<file path="src/rtl/krw_pkg.sv">
package krw_pkg;
  localparam int unsigned REG_AW = 12;
  localparam int unsigned REG_DW = 16;
  localparam int unsigned CNT_W  = 2 * REG_DW;

  localparam logic [REG_AW-1:0] A_LOAD_LO = 12'h080;
  localparam logic [REG_AW-1:0] A_LOAD_HI = 12'h084;
  localparam logic [REG_AW-1:0] A_CTRL    = 12'h088;
  localparam logic [REG_AW-1:0] A_STAT    = 12'h08C;
  localparam logic [REG_AW-1:0] A_CNT_LO  = 12'h090;
  localparam logic [REG_AW-1:0] A_CNT_HI  = 12'h094;
  localparam logic [REG_AW-1:0] A_LOCK    = 12'h0A0;
  localparam logic [REG_AW-1:0] A_MOD_EN  = 12'hC08;
  localparam logic [REG_AW-1:0] A_CLK_EN  = 12'hC18;

  localparam logic [REG_DW-1:0] UNLOCK_KEY = 16'hE551;

  localparam int unsigned CTRL_RUN_BIT = 1;
  localparam int unsigned CTRL_RST_BIT = 3;
  localparam int unsigned GATE_BIT     = 2;
  localparam int unsigned STAT_EXP_BIT = 0;
  localparam int unsigned STAT_UNL_BIT = 1;

  // The count is at its last step when one (or zero) remains.
  function automatic logic at_terminal(input logic [CNT_W-1:0] c);
    return c <= CNT_W'(1);
  endfunction

  function automatic logic [CNT_W-1:0] next_count(input logic [CNT_W-1:0] c,
                                                  input logic [CNT_W-1:0] load);
    return at_terminal(c) ? load : c - CNT_W'(1);
  endfunction
endpackage

</file>
<file path="src/rtl/krw_regfile.sv">
module krw_regfile
  import krw_pkg::*;
(
  input  logic              clk,
  input  logic              rst_n,
  input  logic              wr_en,
  input  logic [REG_AW-1:0] addr,
  input  logic [REG_DW-1:0] wr_data,
  input  logic              expire_evt,
  input  logic [CNT_W-1:0]  count,
  output logic [REG_DW-1:0] rd_data,
  output logic [CNT_W-1:0]  load_val,
  output logic              run,
  output logic              rst_en,
  output logic              gates_on,
  output logic              run_start,
  output logic              unlocked,
  output logic              expired
);
  logic [REG_DW-1:0] lo_q, hi_q, mod_q, clk_q;
  logic run_q, rst_en_q, unl_q, exp_q;

  logic wr_cfg_lo, wr_cfg_hi, wr_ctrl, wr_stat, wr_lock;
  assign wr_cfg_lo = wr_en && unl_q && (addr == A_LOAD_LO);
  assign wr_cfg_hi = wr_en && unl_q && (addr == A_LOAD_HI);
  assign wr_ctrl   = wr_en && unl_q && (addr == A_CTRL);
  assign wr_stat   = wr_en && (addr == A_STAT);
  assign wr_lock   = wr_en && (addr == A_LOCK);

  assign run_start = wr_ctrl && wr_data[CTRL_RUN_BIT] && !run_q;

  always_ff @(posedge clk or negedge rst_n) begin
    if (!rst_n) begin
      lo_q     <= '0;
      hi_q     <= '0;
      mod_q    <= '0;
      clk_q    <= '0;
      run_q    <= 1'b0;
      rst_en_q <= 1'b0;
      unl_q    <= 1'b0;
      exp_q    <= 1'b0;
    end else begin
      if (wr_cfg_lo) lo_q <= wr_data;
      if (wr_cfg_hi) hi_q <= wr_data;
      if (wr_ctrl) begin
        run_q    <= wr_data[CTRL_RUN_BIT];
        rst_en_q <= wr_data[CTRL_RST_BIT];
      end
      if (wr_en && addr == A_MOD_EN) mod_q <= wr_data;
      if (wr_en && addr == A_CLK_EN) clk_q <= wr_data;
      if (wr_lock) unl_q <= (wr_data == UNLOCK_KEY);
      if (expire_evt && !rst_en_q)
        exp_q <= 1'b1;
      else if (wr_stat && wr_data[STAT_EXP_BIT])
        exp_q <= 1'b0;
    end
  end

  always_comb begin
    rd_data = '0;
    case (addr)
      A_LOAD_LO: rd_data = lo_q;
      A_LOAD_HI: rd_data = hi_q;
      A_CTRL: begin
        rd_data[CTRL_RUN_BIT] = run_q;
        rd_data[CTRL_RST_BIT] = rst_en_q;
      end
      A_STAT: begin
        rd_data[STAT_EXP_BIT] = exp_q;
        rd_data[STAT_UNL_BIT] = unl_q;
      end
      A_CNT_LO: rd_data = count[REG_DW-1:0];
      A_CNT_HI: rd_data = count[CNT_W-1:REG_DW];
      A_LOCK:   rd_data[0] = unl_q;
      A_MOD_EN: rd_data = mod_q;
      A_CLK_EN: rd_data = clk_q;
      default:  rd_data = '0;
    endcase
  end

  assign load_val = {hi_q, lo_q};
  assign run      = run_q;
  assign rst_en   = rst_en_q;
  assign gates_on = mod_q[GATE_BIT] && clk_q[GATE_BIT];
  assign unlocked = unl_q;
  assign expired  = exp_q;
endmodule

</file>
<file path="src/rtl/krw_counter.sv">
module krw_counter
  import krw_pkg::*;
(
  input  logic             clk,
  input  logic             rst_n,
  input  logic             run_start,
  input  logic             step_en,
  input  logic [CNT_W-1:0] load_val,
  output logic [CNT_W-1:0] count,
  output logic             expire_evt
);
  logic [CNT_W-1:0] cnt_q;

  assign expire_evt = step_en && !run_start && at_terminal(cnt_q);

  always_ff @(posedge clk or negedge rst_n) begin
    if (!rst_n)
      cnt_q <= '0;
    else if (run_start)
      cnt_q <= load_val;
    else if (step_en)
      cnt_q <= next_count(cnt_q, load_val);
  end

  assign count = cnt_q;
endmodule

</file>
<file path="src/rtl/krw_pulse.sv">
module krw_pulse #(
  parameter int unsigned PULSE_CYCLES = 4
) (
  input  logic clk,
  input  logic rst_n,
  input  logic trigger,
  output logic pulse
);
  localparam int unsigned PW = $clog2(PULSE_CYCLES + 1);
  logic [PW-1:0] left_q;

  always_ff @(posedge clk or negedge rst_n) begin
    if (!rst_n)
      left_q <= '0;
    else if (left_q == '0) begin
      if (trigger) left_q <= PW'(PULSE_CYCLES);
    end else
      left_q <= left_q - PW'(1);
  end

  assign pulse = (left_q != '0);
endmodule

</file>
<file path="src/rtl/keyed_reset_wdt.sv">
module keyed_reset_wdt
  import krw_pkg::*;
#(
  parameter int unsigned PULSE_CYCLES = 4
) (
  input  logic              clk,
  input  logic              rst_n,
  input  logic              wr_en,
  input  logic [REG_AW-1:0] addr,
  input  logic [REG_DW-1:0] wr_data,
  output logic [REG_DW-1:0] rd_data,
  input  logic              tick,
  output logic              sys_rst_o,
  output logic              expired_o
);
  logic [CNT_W-1:0] load_val, count;
  logic run, rst_en, gates_on, run_start, unlocked, expire_evt, step_en;

  krw_regfile u_regs (
    .clk(clk), .rst_n(rst_n), .wr_en(wr_en), .addr(addr), .wr_data(wr_data),
    .expire_evt(expire_evt), .count(count), .rd_data(rd_data),
    .load_val(load_val), .run(run), .rst_en(rst_en), .gates_on(gates_on),
    .run_start(run_start), .unlocked(unlocked), .expired(expired_o)
  );

  assign step_en = tick && run && gates_on;

  krw_counter u_cnt (
    .clk(clk), .rst_n(rst_n), .run_start(run_start), .step_en(step_en),
    .load_val(load_val), .count(count), .expire_evt(expire_evt)
  );

  krw_pulse #(.PULSE_CYCLES(PULSE_CYCLES)) u_pulse (
    .clk(clk), .rst_n(rst_n), .trigger(expire_evt && rst_en), .pulse(sys_rst_o)
  );
endmodule

</file>
<file path="config.mk">
export PLATFORM = sky130hd
export DESIGN_NAME = keyed_reset_wdt
export DESIGN_NICKNAME = d
export VERILOG_FILES = /design/src/rtl/krw_pkg.sv /design/src/rtl/krw_regfile.sv /design/src/rtl/krw_counter.sv /design/src/rtl/krw_pulse.sv /design/src/rtl/keyed_reset_wdt.sv
export SDC_FILE = /design/constraint.sdc
export NUM_CORES = 1
export LEC_CHECK = 0
export BUFFER_PORTS_ARGS = -buffer_cell sky130_fd_sc_hd__buf_2
export CAP_MARGIN = 20
export CORE_ASPECT_RATIO = 1.75
export CORE_MARGIN = 5
export CORE_UTILIZATION = 48
export DETAILED_ROUTE_END_ITERATION = 8
export PLACE_DENSITY = 0.63
export SLEW_MARGIN = 20
export SYNTH_ARGS = -nofsm -noshare
export SYNTH_HDL_FRONTEND = slang
export SYNTH_SLANG_ARGS = --single-unit
</file>
<file path="constraint.sdc">
create_clock -name clk -period 7 [get_ports clk]
set_input_delay 0.7 -clock clk [delete_from_list [all_inputs] [get_ports clk]]
set_output_delay 0.7 -clock clk [all_outputs]
set_load 0.05 [all_outputs]
</file>
# Word level (Yosys, flattened, before mapping)
# Index checks and enable logic that the tools add are counted.
[totals]
ff_bits = 103
output_inout_bits = 18
[op_classes]
addsub = 2
order_cmp = 1
n_eq_ne = 11
mux = 12
reduce_logical = 25
[op_table]
columns = ["operator", "count"]
rows = [
  ["two-way mux 32 bit", 3],
  ["equality test 12 x 8 -> 1 bit, second input constant", 7],
  ["one-hot mux 12 bit (6 select lines)", 1],
  ["<= comparator 32 x 1 -> 1 bit, second input constant", 1],
  ["subtractor 32 x 1 -> 32 bit, second input constant", 1],
  ["equality test 12 bit, second input constant", 2],
  ["logical AND 1 bit", 18],
  ["equality test 16 bit, second input constant", 1],
  ["one-hot mux 1 bit (8 select lines)", 2],
  ["one-hot mux 1 bit (7 select lines)", 1],
  ["two-way mux 3 bit", 2],
  ["one-hot mux 1 bit (6 select lines)", 1],
  ["nonzero test 2 bit", 2],
  ["logical NOT 1 bit", 3],
  ["logical NOT 3 bit", 1],
  ["nonzero test 3 bit", 1],
  ["subtractor 3 x 1 -> 3 bit, second input constant", 1],
  ["two-way mux 1 bit", 2],
  ["inequality test 2 x 1 -> 1 bit, second input constant", 1],
]

# Logic depth before layout (Yosys ltp)
# Gate-level depths: netlist of run 1.
[logic_depth]
depth_word = 10
depth_mapped = 10
mapped_depth_nobuf = 8

# Modules after synthesis
# A second synthesis of run 1 with hierarchy kept.
[hier_totals]
hier_cells = 566
hier_area_um2 = 5866.9
[modules_own_cells]
columns = ["module", "n_inst", "cells_per_inst", "area_per_inst_um2", "seq_area_each_um2"]
rows = [
  ["krw_regfile", 1, 290, 3616.0, 1701.6],
  ["krw_counter", 1, 258, 2095.8, 800.8],
  ["krw_pulse", 1, 16, 142.6, 75.1],
  ["keyed_reset_wdt", 1, 2, 12.5, 0.0],
]

# Worst setup path before layout of run 1
# Ideal clock, no wire load.
[synth_timing]
path_type = "input to output"
start = "input port addr[3]"
end = "output port rd_data[10]"
t_arrival_ns = 2.670
path_slack_ns = 3.630
path_stages = 5
n_path_buf = 1
path_cell_list = "or4_1 -> nor3_1 -> clkbuf_1 -> a222oi_1 -> o211ai_1"
[synth_between]
elab_chain_len = 2
[synth_lines]
columns = ["item", "line", "source"]
rows = [
  ["from (decl)", "keyed_reset_wdt.sv:9", "input logic [REG_AW-1:0] addr,"],
  ["equality test 12 bit / equality test 12 x 8 -> 1 bit (equally long branches)", "krw_regfile.sv:61", "case (addr)"],
  ["one-hot mux 12 bit (6 select lines) *", "krw_regfile.sv:61", ""],
  ["to (decl)", "keyed_reset_wdt.sv:11", "output logic [REG_DW-1:0] rd_data,"],
]
# Every way passes the cells marked *; elsewhere a longest branch is shown, timed or not.

# Worst setup path after layout of run 1
[layout_timing]
start = "input port addr[3]"
end = "output port rd_data[12]"
# The elaborated chain is that of the path after synthesis.

==> results by group, run 1 <==
Run status
  – Status: completed

Timing
  – Max Clk Rate: 269 MHz
  – Min Tclk post-route: 3.72 ns
  – RSZ-0062 raised after global routing: false
  – Setup WS post-layout: 3.28 ns
  – Worst-Margin Slew: 1.02 ns
  – Slew Viols, Final: 0
  – Tcrit/Tclk final: 53.2%
  – Setup total negative slack: 0 ns
  – Relative slew slack: 31.6%
  – Final hold violations: 0
  – Final setup violation count: 0
  – Setup Skew: 0.0118 ns

Pwr
  – Switching share of power: 24.0%
  – Combinational share of power: 3.5%
  – Sequential cell fraction of total power: 52.8%
  – Leak Pwr: 2.97 nW
  – Power Internal: 0.000856 W
  – Power Dens Cells: 178 nW/um^2
  – Worst vdd ir: 0.164 mV
  – P_sw: 0.000271 W
  – Clock share of power: 43.7%

Synth
  – Post-synth ARST share: 100%
  – Top_reg_cell synth: dfrtp_1
  – Mean post-synth cell area: 10.3 um^2
  – Yosys warning total: 0
  – EDFF count, synth: 0
  – Largest cells by area after synthesis: dfrtp_1 45%, mux2_2 13%, mux2i_1 3.0%, a22oi_1 2.9%, o21ai_0 2.9%
  – Post-synth top area share: 45.3%
  – Cell area after synthesis: 5700 um^2
  – Dominant cell type by area after synthesis: dfrtp_1
  – Distinct cells, synth: 57
  – Seq/Total Area, Yosys: 45.3%
  – Syn Inst Count: 553
  – Number of synthesized register bits: 103
  – Syn Nets: 588

Global routing
  – Total gr overflow: 0
  – Number of global-route vias before repair: 4859
  – First-pass GRT wire length: 26700 um
  – Largest net degree at the start of global routing: 70
  – Gr usage total: 24.1%
  – Initial antenna violation count: 0

Route
  – DR vias: 4909
  – DR pass1 iterations: 5
  – Via/cell ratio: 6.73
  – Total wire length: 17000 um
  – DRC errors left: 0
  – WL/cell: 23.3 um
  – ANT nets after route: 0
  – DR iter-0 viols: 408

Clocking
  – Maximum root-to-sink buffer count: 2
  – Post-CTS Setup Bufs: 0
  – H-Tree Depth: 3
  – Hold buffer count at CTS: 0
  – Post-CTS sizing: 0
  – CTS Sinks: 103
  – CTS tree: yes
  – Clk Latency, worst-skew pair: 0.35 ns
  – CTS clk-pin slew, worst paths: 0.07 ns
  – CTS buffer count: 9
  – Root buf cell: clkbuf_16

Placement
  – Gpl congestion: 0.981
  – Placed Area: 6030 um^2
  – PortBufs: 49
  – Place WS: 3.31 ns
  – Post-DP HPWL: 12500 um
  – Dpl cells: 713

Cells and area
  – FF/Latch Area: 2580 um^2
  – Ratio of cells with drive above 1 in the final layout: 25.4%
  – Fillers: 1114
  – Multi-input combinational cell area: 2930 um^2
  – Final net count: 624
  – Design Area, Final: 6320 um^2
  – Most frequent cells in the layout: 103 x dfrtp_1, 68 x mux2_2, 48 x buf_2, 33 x nor2_1, 33 x o21ai_0
  – N_diodes: 0
  – Commonest non-fill, non-tap cell in the layout: dfrtp_1
  – Post-layout util: 54.6%
  – P&R area growth vs syn: 10.9%
  – Final std cells w/o fill: 729

Worst setup path
  – Internal reg-to-reg setup slack: 3.44 ns
  – Crit path kind: input port to primary output
  – Crit path DAT: 3.02 ns
  – CP max stage cell: nor3_2
  – Most frequent CP cell: buf_2
  – WP data required: 6.30 ns
  – Worst-path cell chain: buf_2 -> or4_1 -> nor3_2 -> a22oi_1 -> o21ai_0 -> a221o_1 -> buf_2
  – Worst setup SP type: input port
  – Crit end category: primary output
  – Max stage delay on crit path: 0.80 ns
  – Crit-path max FO: 16

Die
  – Die area: 14200 um^2
  – Top Ports: 50
  – FP Rows: 52
  – Die height: 154 um
  – Core Area: 11600 um^2
  – Initial Utilization: 49.2%
  – Die X-Extent: 92.3 um

Job
  – Max-Cap Viols: 0

Hold path
  – Min-Delay Path Class: input port to async pin
## power groups by stage
stage	registers [W]	clock network, W	logic (W)
after detailed placement	0.000607	0	0.0000397
after CTS	0.000596	0.000503	0.0000399
after global routing	0.000596	0.000526	0.0000433
after floorplan	0.000608	0	0.00000869
after global placement	0.000607	0	0.0000388
final	0.000596	0.000492	0.0000390
## metrics by stage
stage | hold slack [ns] | total power (W)
floorplan | 0.404 | 0.000616
global placement | 0.484 | 0.000646
detailed placement | 0.495 | 0.000647
CTS | 0.313 | 0.00114
global route | 0.332 | 0.00117
finish | 0.298 | 0.00113
## sequential cells by signal, summed over array words and instances, names as in the netlist
name / count
u_cnt.count: 32
u_regs.clk_q: 16
u_regs.hi_q: 16
u_regs.lo_q: 16
u_regs.mod_q: 16
u_pulse.left_q: 3
u_regs.expired: 1
u_regs.rst_en: 1
u_regs.run: 1
u_regs.unlocked: 1
## routing by layer
metal | up-vias | GRT usage, % | part of all wire, % | routed length, um
li1 | 2209 | - | - | -
met1 | 2460 | 30.6 | 40 | 6750
met2 | 196 | 40.5 | 51 | 8620
met3 | 44 | 2.74 | 4.9 | 826
met4 | 0 | 11.7 | 4.5 | 769
met5 | - | 0 | 0 | 0
## worst max-delay path: cells and delay by family
| kind | cells | cell delay [ns] |
|---|---|---|
| buffers and inverters | 2 | 0.37 |
| and+or+nand+nor | 2 | 1.41 |
| AOI/OAI and AO/OA | 3 | 0.53 |
## logic make-up after synthesis
kind of cell    after synthesis  share of synthesized area [%]
buf+inv                      43                           3.43
fa+ha+maj                     3                          0.659
simple gates                179                           17.5
compound gates              140                           16.7
flops                       103                           45.3
mux                          85                           16.4
## cells in the mapped netlist (2+ instances only)
| library cell | instances |
|---|---|
| o211ai_1 | 7 |
| nand4_1 | 17 |
| o31ai_1 | 4 |
| o22ai_1 | 5 |
| ha_1 | 3 |
| a221o_1 | 13 |
| nor3_1 | 20 |
| dfrtp_1 | 103 |
| nand2_1 | 25 |
| nand3b_1 | 2 |
| a21oi_1 | 28 |
| o21a_1 | 2 |
| buf_6 | 4 |
| inv_1 | 10 |
| nor4b_1 | 3 |
| and4_1 | 4 |
| a31oi_1 | 2 |
| a22o_1 | 2 |
| nor3b_1 | 3 |
| mux2_2 | 68 |
| buf_2 | 3 |
| nand4b_1 | 3 |
| mux2i_1 | 17 |
| a211o_1 | 4 |
| o41ai_1 | 3 |
| a222oi_1 | 2 |
| nand2b_1 | 2 |
| buf_1 | 2 |
| a22oi_1 | 22 |
| nor2_1 | 33 |
| nor4_1 | 12 |
| or4_1 | 8 |
| clkbuf_1 | 24 |
| nand3_1 | 19 |
| or4_4 | 2 |
| or3_1 | 8 |
| a21o_1 | 2 |
| a211oi_1 | 3 |
| and2_1 | 3 |
| o21ai_0 | 33 |
| and3_1 | 7 |
## final cells by class
| cell class | count | share of cell area, % |
|---|---|---|
| clock buffers | 9 | 3.56 |
| clock inverters | 7 | 1.05 |
| inverters | 10 | 0.594 |
| multi-input cells | 407 | 46.3 |
| flip-flops and latches | 103 | 40.8 |
| well taps | 135 | 2.67 |
| repair buffers | 58 | 4.99 |
## path summary, 6_finish.rpt
kind | endpoint | start | cells past startpoint
min in group clk | u_regs.mod_q[10] | u_regs.mod_q[10] | 1
max reg2reg | u_cnt.count[6] | u_cnt.count[13] | 6
min reg2reg | u_regs.mod_q[10] | u_regs.mod_q[10] | 1
max | rd_data[12] | addr[3] | 7
max in group asynchronous | u_regs.mod_q[4] | rst_n | 2
min | u_pulse.left_q[1] | rst_n | 1
No activity file was read; power rests on OpenSTA's default activity.
==> inputs of run 2 (changes only) <==
--- a/config.mk
+++ b/config.mk
@@ -5,13 +5,14 @@
 export SDC_FILE = /design/constraint.sdc
 export NUM_CORES = 1
 export LEC_CHECK = 0
+export ABC_AREA = 1
 export BUFFER_PORTS_ARGS = -buffer_cell sky130_fd_sc_hd__buf_2
 export CAP_MARGIN = 20
 export CORE_ASPECT_RATIO = 1.75
 export CORE_MARGIN = 5
 export CORE_UTILIZATION = 48
 export DETAILED_ROUTE_END_ITERATION = 8
-export PLACE_DENSITY = 0.63
+export PLACE_DENSITY = 0.66
 export SLEW_MARGIN = 20
 export SYNTH_ARGS = -nofsm -noshare
 export SYNTH_HDL_FRONTEND = slang
==> constraint.sdc (replaced) <==
create_clock -name clk -period 3.1 [get_ports clk]
set_input_delay 0.31 -clock clk [delete_from_list [all_inputs] [get_ports clk]]
set_output_delay 0.31 -clock clk [all_outputs]
set_load 0.05 [all_outputs]
==> run 2 against run 1 <==
Net effect: the run now ends with hold timing left; clock skew is 0.00063 ns higher; count of clock-buffer cells in the layout stayed put; flip-flop and latch count stayed put; largest power group unchanged; highest routed layer unchanged.
==> results by group, run 2 <==
Cells and area
  – P&R area growth vs syn: 11.0%
  – Max FFs per register: 32
  – Commonest non-fill, non-tap cell in the layout: nand2_1
  – Final net count: 973
  – Final std cells w/o fill: 1114
  – Design Area, Final: 7050 um^2
  – Most frequent cells in the layout: 282 x nand2_1, 103 x inv_1, 103 x dfrtp_1, 88 x nor2_1, 58 x nand3_1
  – N_diodes: 0
  – Ratio of cells with drive above 1 in the final layout: 14.1%

Timing
  – Setup Skew: 0.0125 ns
  – Tcrit/Tclk final: 80.8%
  – Final hold violations: 7
  – Min Tclk post-route: 2.50 ns
  – Max Clk Rate: 399 MHz
  – Worst-Margin Slew: 0.738 ns
  – Setup total negative slack: 0 ns
  – Final setup violation count: 0
  – Slew Viols, Final: 0
  – Relative slew slack: 50.8%
  – Worst hold slack: -0.0160 ns
  – RSZ-0062 raised after global routing: false

Run status
  – Status: finished, violations left
  – Failing checks: hold timing

Synth
  – Post-synth top area share: 40.6%
  – Number of synthesized register bits: 103
  – Mean post-synth cell area: 7.09 um^2
  – Top-count cell post-synth: nand2_1
  – EDFF count, synth: 0
  – Cell area after synthesis: 6350 um^2
  – Syn Inst Count: 895
  – Commonest cells post-synth: 282 x nand2_1, 103 x dfrtp_1, 103 x inv_1
  – Syn Nets: 930
  – Dominant cell type by area after synthesis: dfrtp_1
  – Yosys warning total: 0
  – Distinct cells, synth: 36
  – Post-synth ARST share: 100%
  – Top_reg_cell synth: dfrtp_1
  – Seq/Total Area, Yosys: 40.6%
  – Largest cells by area after synthesis: dfrtp_1 41%, nand2_1 17%, inv_1 6.1%, nor2_1 5.2%, nand3_1 4.6%

Route
  – Via/cell ratio: 5.43
  – DR iter-0 viols: 422
  – Total wire length: 19000 um
  – ANT nets after route: 0
  – DR vias: 6047
  – DR pass1 iterations: 5
  – WL/cell: 17.1 um
  – DRC errors left: 0

Clocking
  – CTS buffer count: 9
  – Maximum root-to-sink buffer count: 2
  – CTS clk-pin slew, worst paths: 0.08 ns
  – H-Tree Depth: 3
  – CTS Sinks: 103
  – Post-CTS sizing: 0
  – Root buf cell: clkbuf_16
  – CTS tree: yes
  – Clk Latency, worst-skew pair: 0.36 ns
  – Post-CTS Setup Bufs: 0
  – Hold buffer count at CTS: 0

Hold path
  – Min-Delay Path Class: input port to async pin

Placement
  – Post-DP HPWL: 14600 um
  – Gpl congestion: 1.02
  – Placed Area: 6740 um^2
  – PortBufs: 49
  – Dpl cells: 1098

Pwr
  – Worst vdd ir: 0.268 mV
  – Total power: 0.00262 W
  – Leak Pwr: 3.84 nW
  – Power Dens Cells: 372 nW/um^2

Global routing
  – Number of global-route vias before repair: 5964
  – Total gr overflow: 0
  – Largest net degree at the start of global routing: 58
  – Initial antenna violation count: 0
  – First-pass GRT wire length: 30800 um
  – Gr usage total: 24.7%

Worst setup path
  – Crit-path max FO: 16
  – Crit path DAT: 2.19 ns
  – WP data required: 2.79 ns
  – Reg2Reg Depth: 11
  – Crit path kind: input port to primary output
  – Crit end category: primary output
  – Worst setup SP type: input port

Die
  – Die X-Extent: 96.9 um
  – Initial Utilization: 49.1%
  – Die height: 162 um
  – Die area: 15700 um^2
  – Top Ports: 50
  – FP Rows: 55
  – Core Area: 12900 um^2

Job
  – Max-Cap Viols: 0
==> run 2: cell type report <==
cell class	instances	area (um^2)
clock buffer	9	225
clock inverter	7	81.3
fill	1337	5890
inverter	108	405
multi-input combinational	656	3200
sequential	103	2580
tap	171	214
timing repair buffer	60	343
==> run 2: cell families (layout without fill, tap and decap cells) <==
logic type	after synthesis	count (layout)	share of synthesized area [%]
xor gates and xnor gates	12	12	1.66
DFF	103	103	40.6
buffers and inverters	136	184	9.02
and+or+nand+nor	508	508	36.1
adders and majority gates	3	3	0.591
AOI/OAI and AO/OA	133	133	12.1
==> run 2: metrics by stage <==
stage | utilization [%] | setup slack (ns)
6_report | 54.5 | 0.596
5_1_grt | 54.5 | 0.396
2_1_floorplan | - | 0.884
3_5_place_dp | 52.1 | 0.622
3_3_place_gp | 52.1 | 0.639
4_1_cts | 54.5 | 0.624
==> run 2: path summary, 6_finish.rpt <==
check	from	to	slack, ns
setup / recovery	addr[0]	rd_data[0]	0.60
hold / removal	rst_n	u_cnt.count[1]	-0.02
setup reg to reg	u_cnt.count[0]	u_cnt.count[21]	0.77
hold reg to reg	u_regs.clk_q[1]	u_regs.clk_q[1]	0.48
max in group asynchronous	rst_n	u_regs.clk_q[0]	2.39
min in group clk	wr_data[13]	u_regs.clk_q[13]	0.26
==> run 2: layer usage <==
metal  global-route usage (%)  up-vias  wire length (um)
li1                         -     2965                 -
met1                     29.2     2842              7630
met2                     43.3      184              9570
met3                     3.52       56               861
met4                     12.8        0               986
met5                        0        -                 0
==> run 2: critical path, stage by stage <==
cell and delay (ns):
buf_2 0.10, inv_1 0.04, nand2_1 0.09, nor3_1 0.32, nand2_1 0.48, o22ai_1 0.32
nor2_1 0.09, o211ai_1 0.12, buf_2 0.31
==> run 2: report_power, final <==
part | total [W] | switching [W] | internal [W]
clock network | 0.00117 | 0.000585 | 0.000580
registers | 0.00135 | 0.00000243 | 0.00135
logic | 0.000105 | 0.0000770 | 0.0000275
==> inputs of run 3 (changes only) <==
--- a/config.mk
+++ b/config.mk
@@ -12,7 +12,7 @@
 export CORE_MARGIN = 5
 export CORE_UTILIZATION = 48
 export DETAILED_ROUTE_END_ITERATION = 8
-export PLACE_DENSITY = 0.66
+export PLACE_DENSITY = 0.63
 export SLEW_MARGIN = 20
 export SYNTH_ARGS = -nofsm -noshare
 export SYNTH_HDL_FRONTEND = slang
==> constraint.sdc (replaced) <==
create_clock -name clk -period 2.6 [get_ports clk]
set_input_delay 0.26 -clock clk [delete_from_list [all_inputs] [get_ports clk]]
set_output_delay 0.26 -clock clk [all_outputs]
set_load 0.05 [all_outputs]
==> run 3 against run 2 <==
Net effect: the flow now finishes without violations; clock power is 20% higher; first-iteration DRC count is 13% higher; critical path depth is 1 lower; clock skew is 0.00096 ns higher; flip-flop and latch count stayed put; sequential power is 19% higher; die area stayed put; core utilization is 0.50 points higher; hold slack better by 0.23 ns; largest cell class unchanged; highest routed layer unchanged.
==> results by group, run 3 (synthesis results as in run 2) <==
Run status
  – Status: completed

Placement
  – Gpl congestion: 1.03
  – PortBufs: 49
  – Place WS: 0.252 ns
  – Post-DP HPWL: 14400 um

Hold path
  – Min-Delay Startpoint: wr_data[13]
  – Min-Delay Path Class: input port to flop
  – Hold endpoint: u_regs.clk_q[13]
  – Hold path cells: 3

Worst setup path
  – CP max stage cell: nor2_4
  – Worst-path cell chain: nand2_1 -> inv_1 -> nand4_2 -> nor2_2 -> nor2_4 -> inv_2 -> nand3_1 -> nand2_1
  – Worst R2R End: u_cnt.count[14]
  – Reg2Reg Launch Point: u_regs.unlocked
  – Most frequent CP cell: nand2_1
  – Crit path depth: 8
  – Reg2Reg Depth: 8
  – Worst setup SP type: flop
  – Crit path DAT: 2.55 ns
  – Internal reg-to-reg setup slack: 0.29 ns
  – Max stage delay on crit path: 0.64 ns
  – Crit-path max FO: 33
  – Kind of cell adding the most delay to the critical path: simple AND/OR/NAND/NOR gates
  – Crit end category: flop
  – WP data required: 2.84 ns
  – Worst path buffer plus inverter count: 2
  – Crit path kind: flop to flop

Timing
  – Setup Skew: 0.0134 ns
  – Setup total negative slack: 0 ns
  – Worst-Margin Slew: 0.834 ns
  – Relative slew slack: 44.2%
  – Max Clk Rate: 434 MHz
  – Worst hold slack: 0.219 ns
  – Setup WS post-layout: 0.294 ns
  – Slew Viols, Final: 0
  – Final setup violation count: 0
  – Tcrit/Tclk final: 88.7%
  – Final hold violations: 0
  – RSZ-0062 raised after global routing: false
  – Min Tclk post-route: 2.31 ns

Route
  – WL/cell: 16.8 um
  – DRC errors left: 0
  – DR vias: 5981
  – DR pass1 iterations: 5
  – Via/cell ratio: 5.33
  – DR iter-0 viols: 477
  – ANT nets after route: 0
  – Total wire length: 18900 um

Die
  – Die height: 162 um
  – Initial Utilization: 49.1%
  – Die X-Extent: 96.9 um
  – Core Area: 12900 um^2
  – Die area: 15700 um^2
  – FP Rows: 55
  – Top Ports: 50

Clocking
  – Clk Latency, worst-skew pair: 0.36 ns
  – Root buf cell: clkbuf_16
  – H-Tree Depth: 3
  – CTS tree: yes
  – CTS buffer count: 9
  – CTS clk-pin slew, worst paths: 0.08 ns
  – Post-CTS sizing: 0
  – Maximum root-to-sink buffer count: 2
  – CTS Sinks: 103

Global routing
  – Largest net degree at the start of global routing: 104
  – Gr usage total: 24.6%
  – Initial antenna violation count: 0
  – Total gr overflow: 0
  – First-pass GRT wire length: 30800 um
  – Number of global-route vias before repair: 5882

Pwr
  – Worst vdd ir: 0.363 mV
  – Power Dens Cells: 440 nW/um^2
  – Total power: 0.00313 W
  – Leak Pwr: 3.87 nW

Cells and area
  – P&R area growth vs syn: 12.0%
  – Most frequent cells in the layout: 282 x nand2_1, 103 x inv_1, 103 x dfrtp_1, 88 x nor2_1, 58 x nand3_1
  – Max FFs per register: 32
  – N_diodes: 0
  – Final net count: 981
  – Ratio of cells with drive above 1 in the final layout: 14.7%
  – Commonest non-fill, non-tap cell in the layout: nand2_1
  – Fillers: 1364

Job
  – Max-Cap Viols: 0
==> run 3: changes by cell type in the layout (fill, tap and decap cells not counted), sizes merged <==
cell / before / now
inv: 112 / 110
dlygate4sd3: 0 / 1
buf: 60 / 67
clkinv: 3 / 5
==> run 3: worst max-delay path by stage <==
stage,startpoint,endpoint,slack [ns]
after global routing,u_regs.unlocked,u_cnt.count[27],0.17
after CTS,u_regs.unlocked,u_cnt.count[14],0.31
after floorplan,addr[1],rd_data[0],0.48
final,u_regs.unlocked,u_cnt.count[14],0.29
after global placement,addr[4],u_cnt.count[15],0.31
after detailed placement,addr[4],u_cnt.count[25],0.25
==> run 3: report_power, final <==
group,switching (W),internal (W)
Combinational,0.0000901,0.0000337
Sequential,0.00000295,0.00160
Clock,0.000708,0.000688
Total,0.000801,0.00233
==> run 3: timing repair <==
action                                 4_1_cts  5_1_grt
setup endpoints to repair                    0        0
setup buffers                                0        0
hold buffers                                 1        0
endpoints found under the hold margin        8        0
==> run 3: cell type report <==
class,count,area (um^2),share of cell area [%]
clock buffer,9,225,3.17
clock inverter,7,83.8,1.18
inverter,108,405,5.70
multi-input combinational,656,3200,45.0
sequential,103,2580,36.2
tap,171,214,3.01
timing repair buffer,68,405,5.70
==> run 3: through the flow <==
| step | cells | utilization, % | instance area (um^2) |
|---|---|---|---|
| detailed placement | 1105 | 52.5 | 6790 |
| global route | 1122 | 55.0 | 7110 |
| floorplan | 895 | - | 6350 |
| global placement | 1105 | 52.5 | 6790 |
| finish | 1122 | 55.0 | 7110 |
| CTS | 1122 | 55.0 | 7110 |
==> run 3: routing by layer <==
metal	part of all wire [%]	vias to the layer above	GRT usage (%)
met2	51	170	44.2
met4	3.8	0	10.7
met5	0	-	0
met1	41	2779	30.0
li1	-	2985	-
met3	4.0	47	2.15
==> run 3: worst min-delay path, stage by stage <==
cell,delay [ns]
buf_2,0.09
inv_1,0.07
o21ai_2,0.13
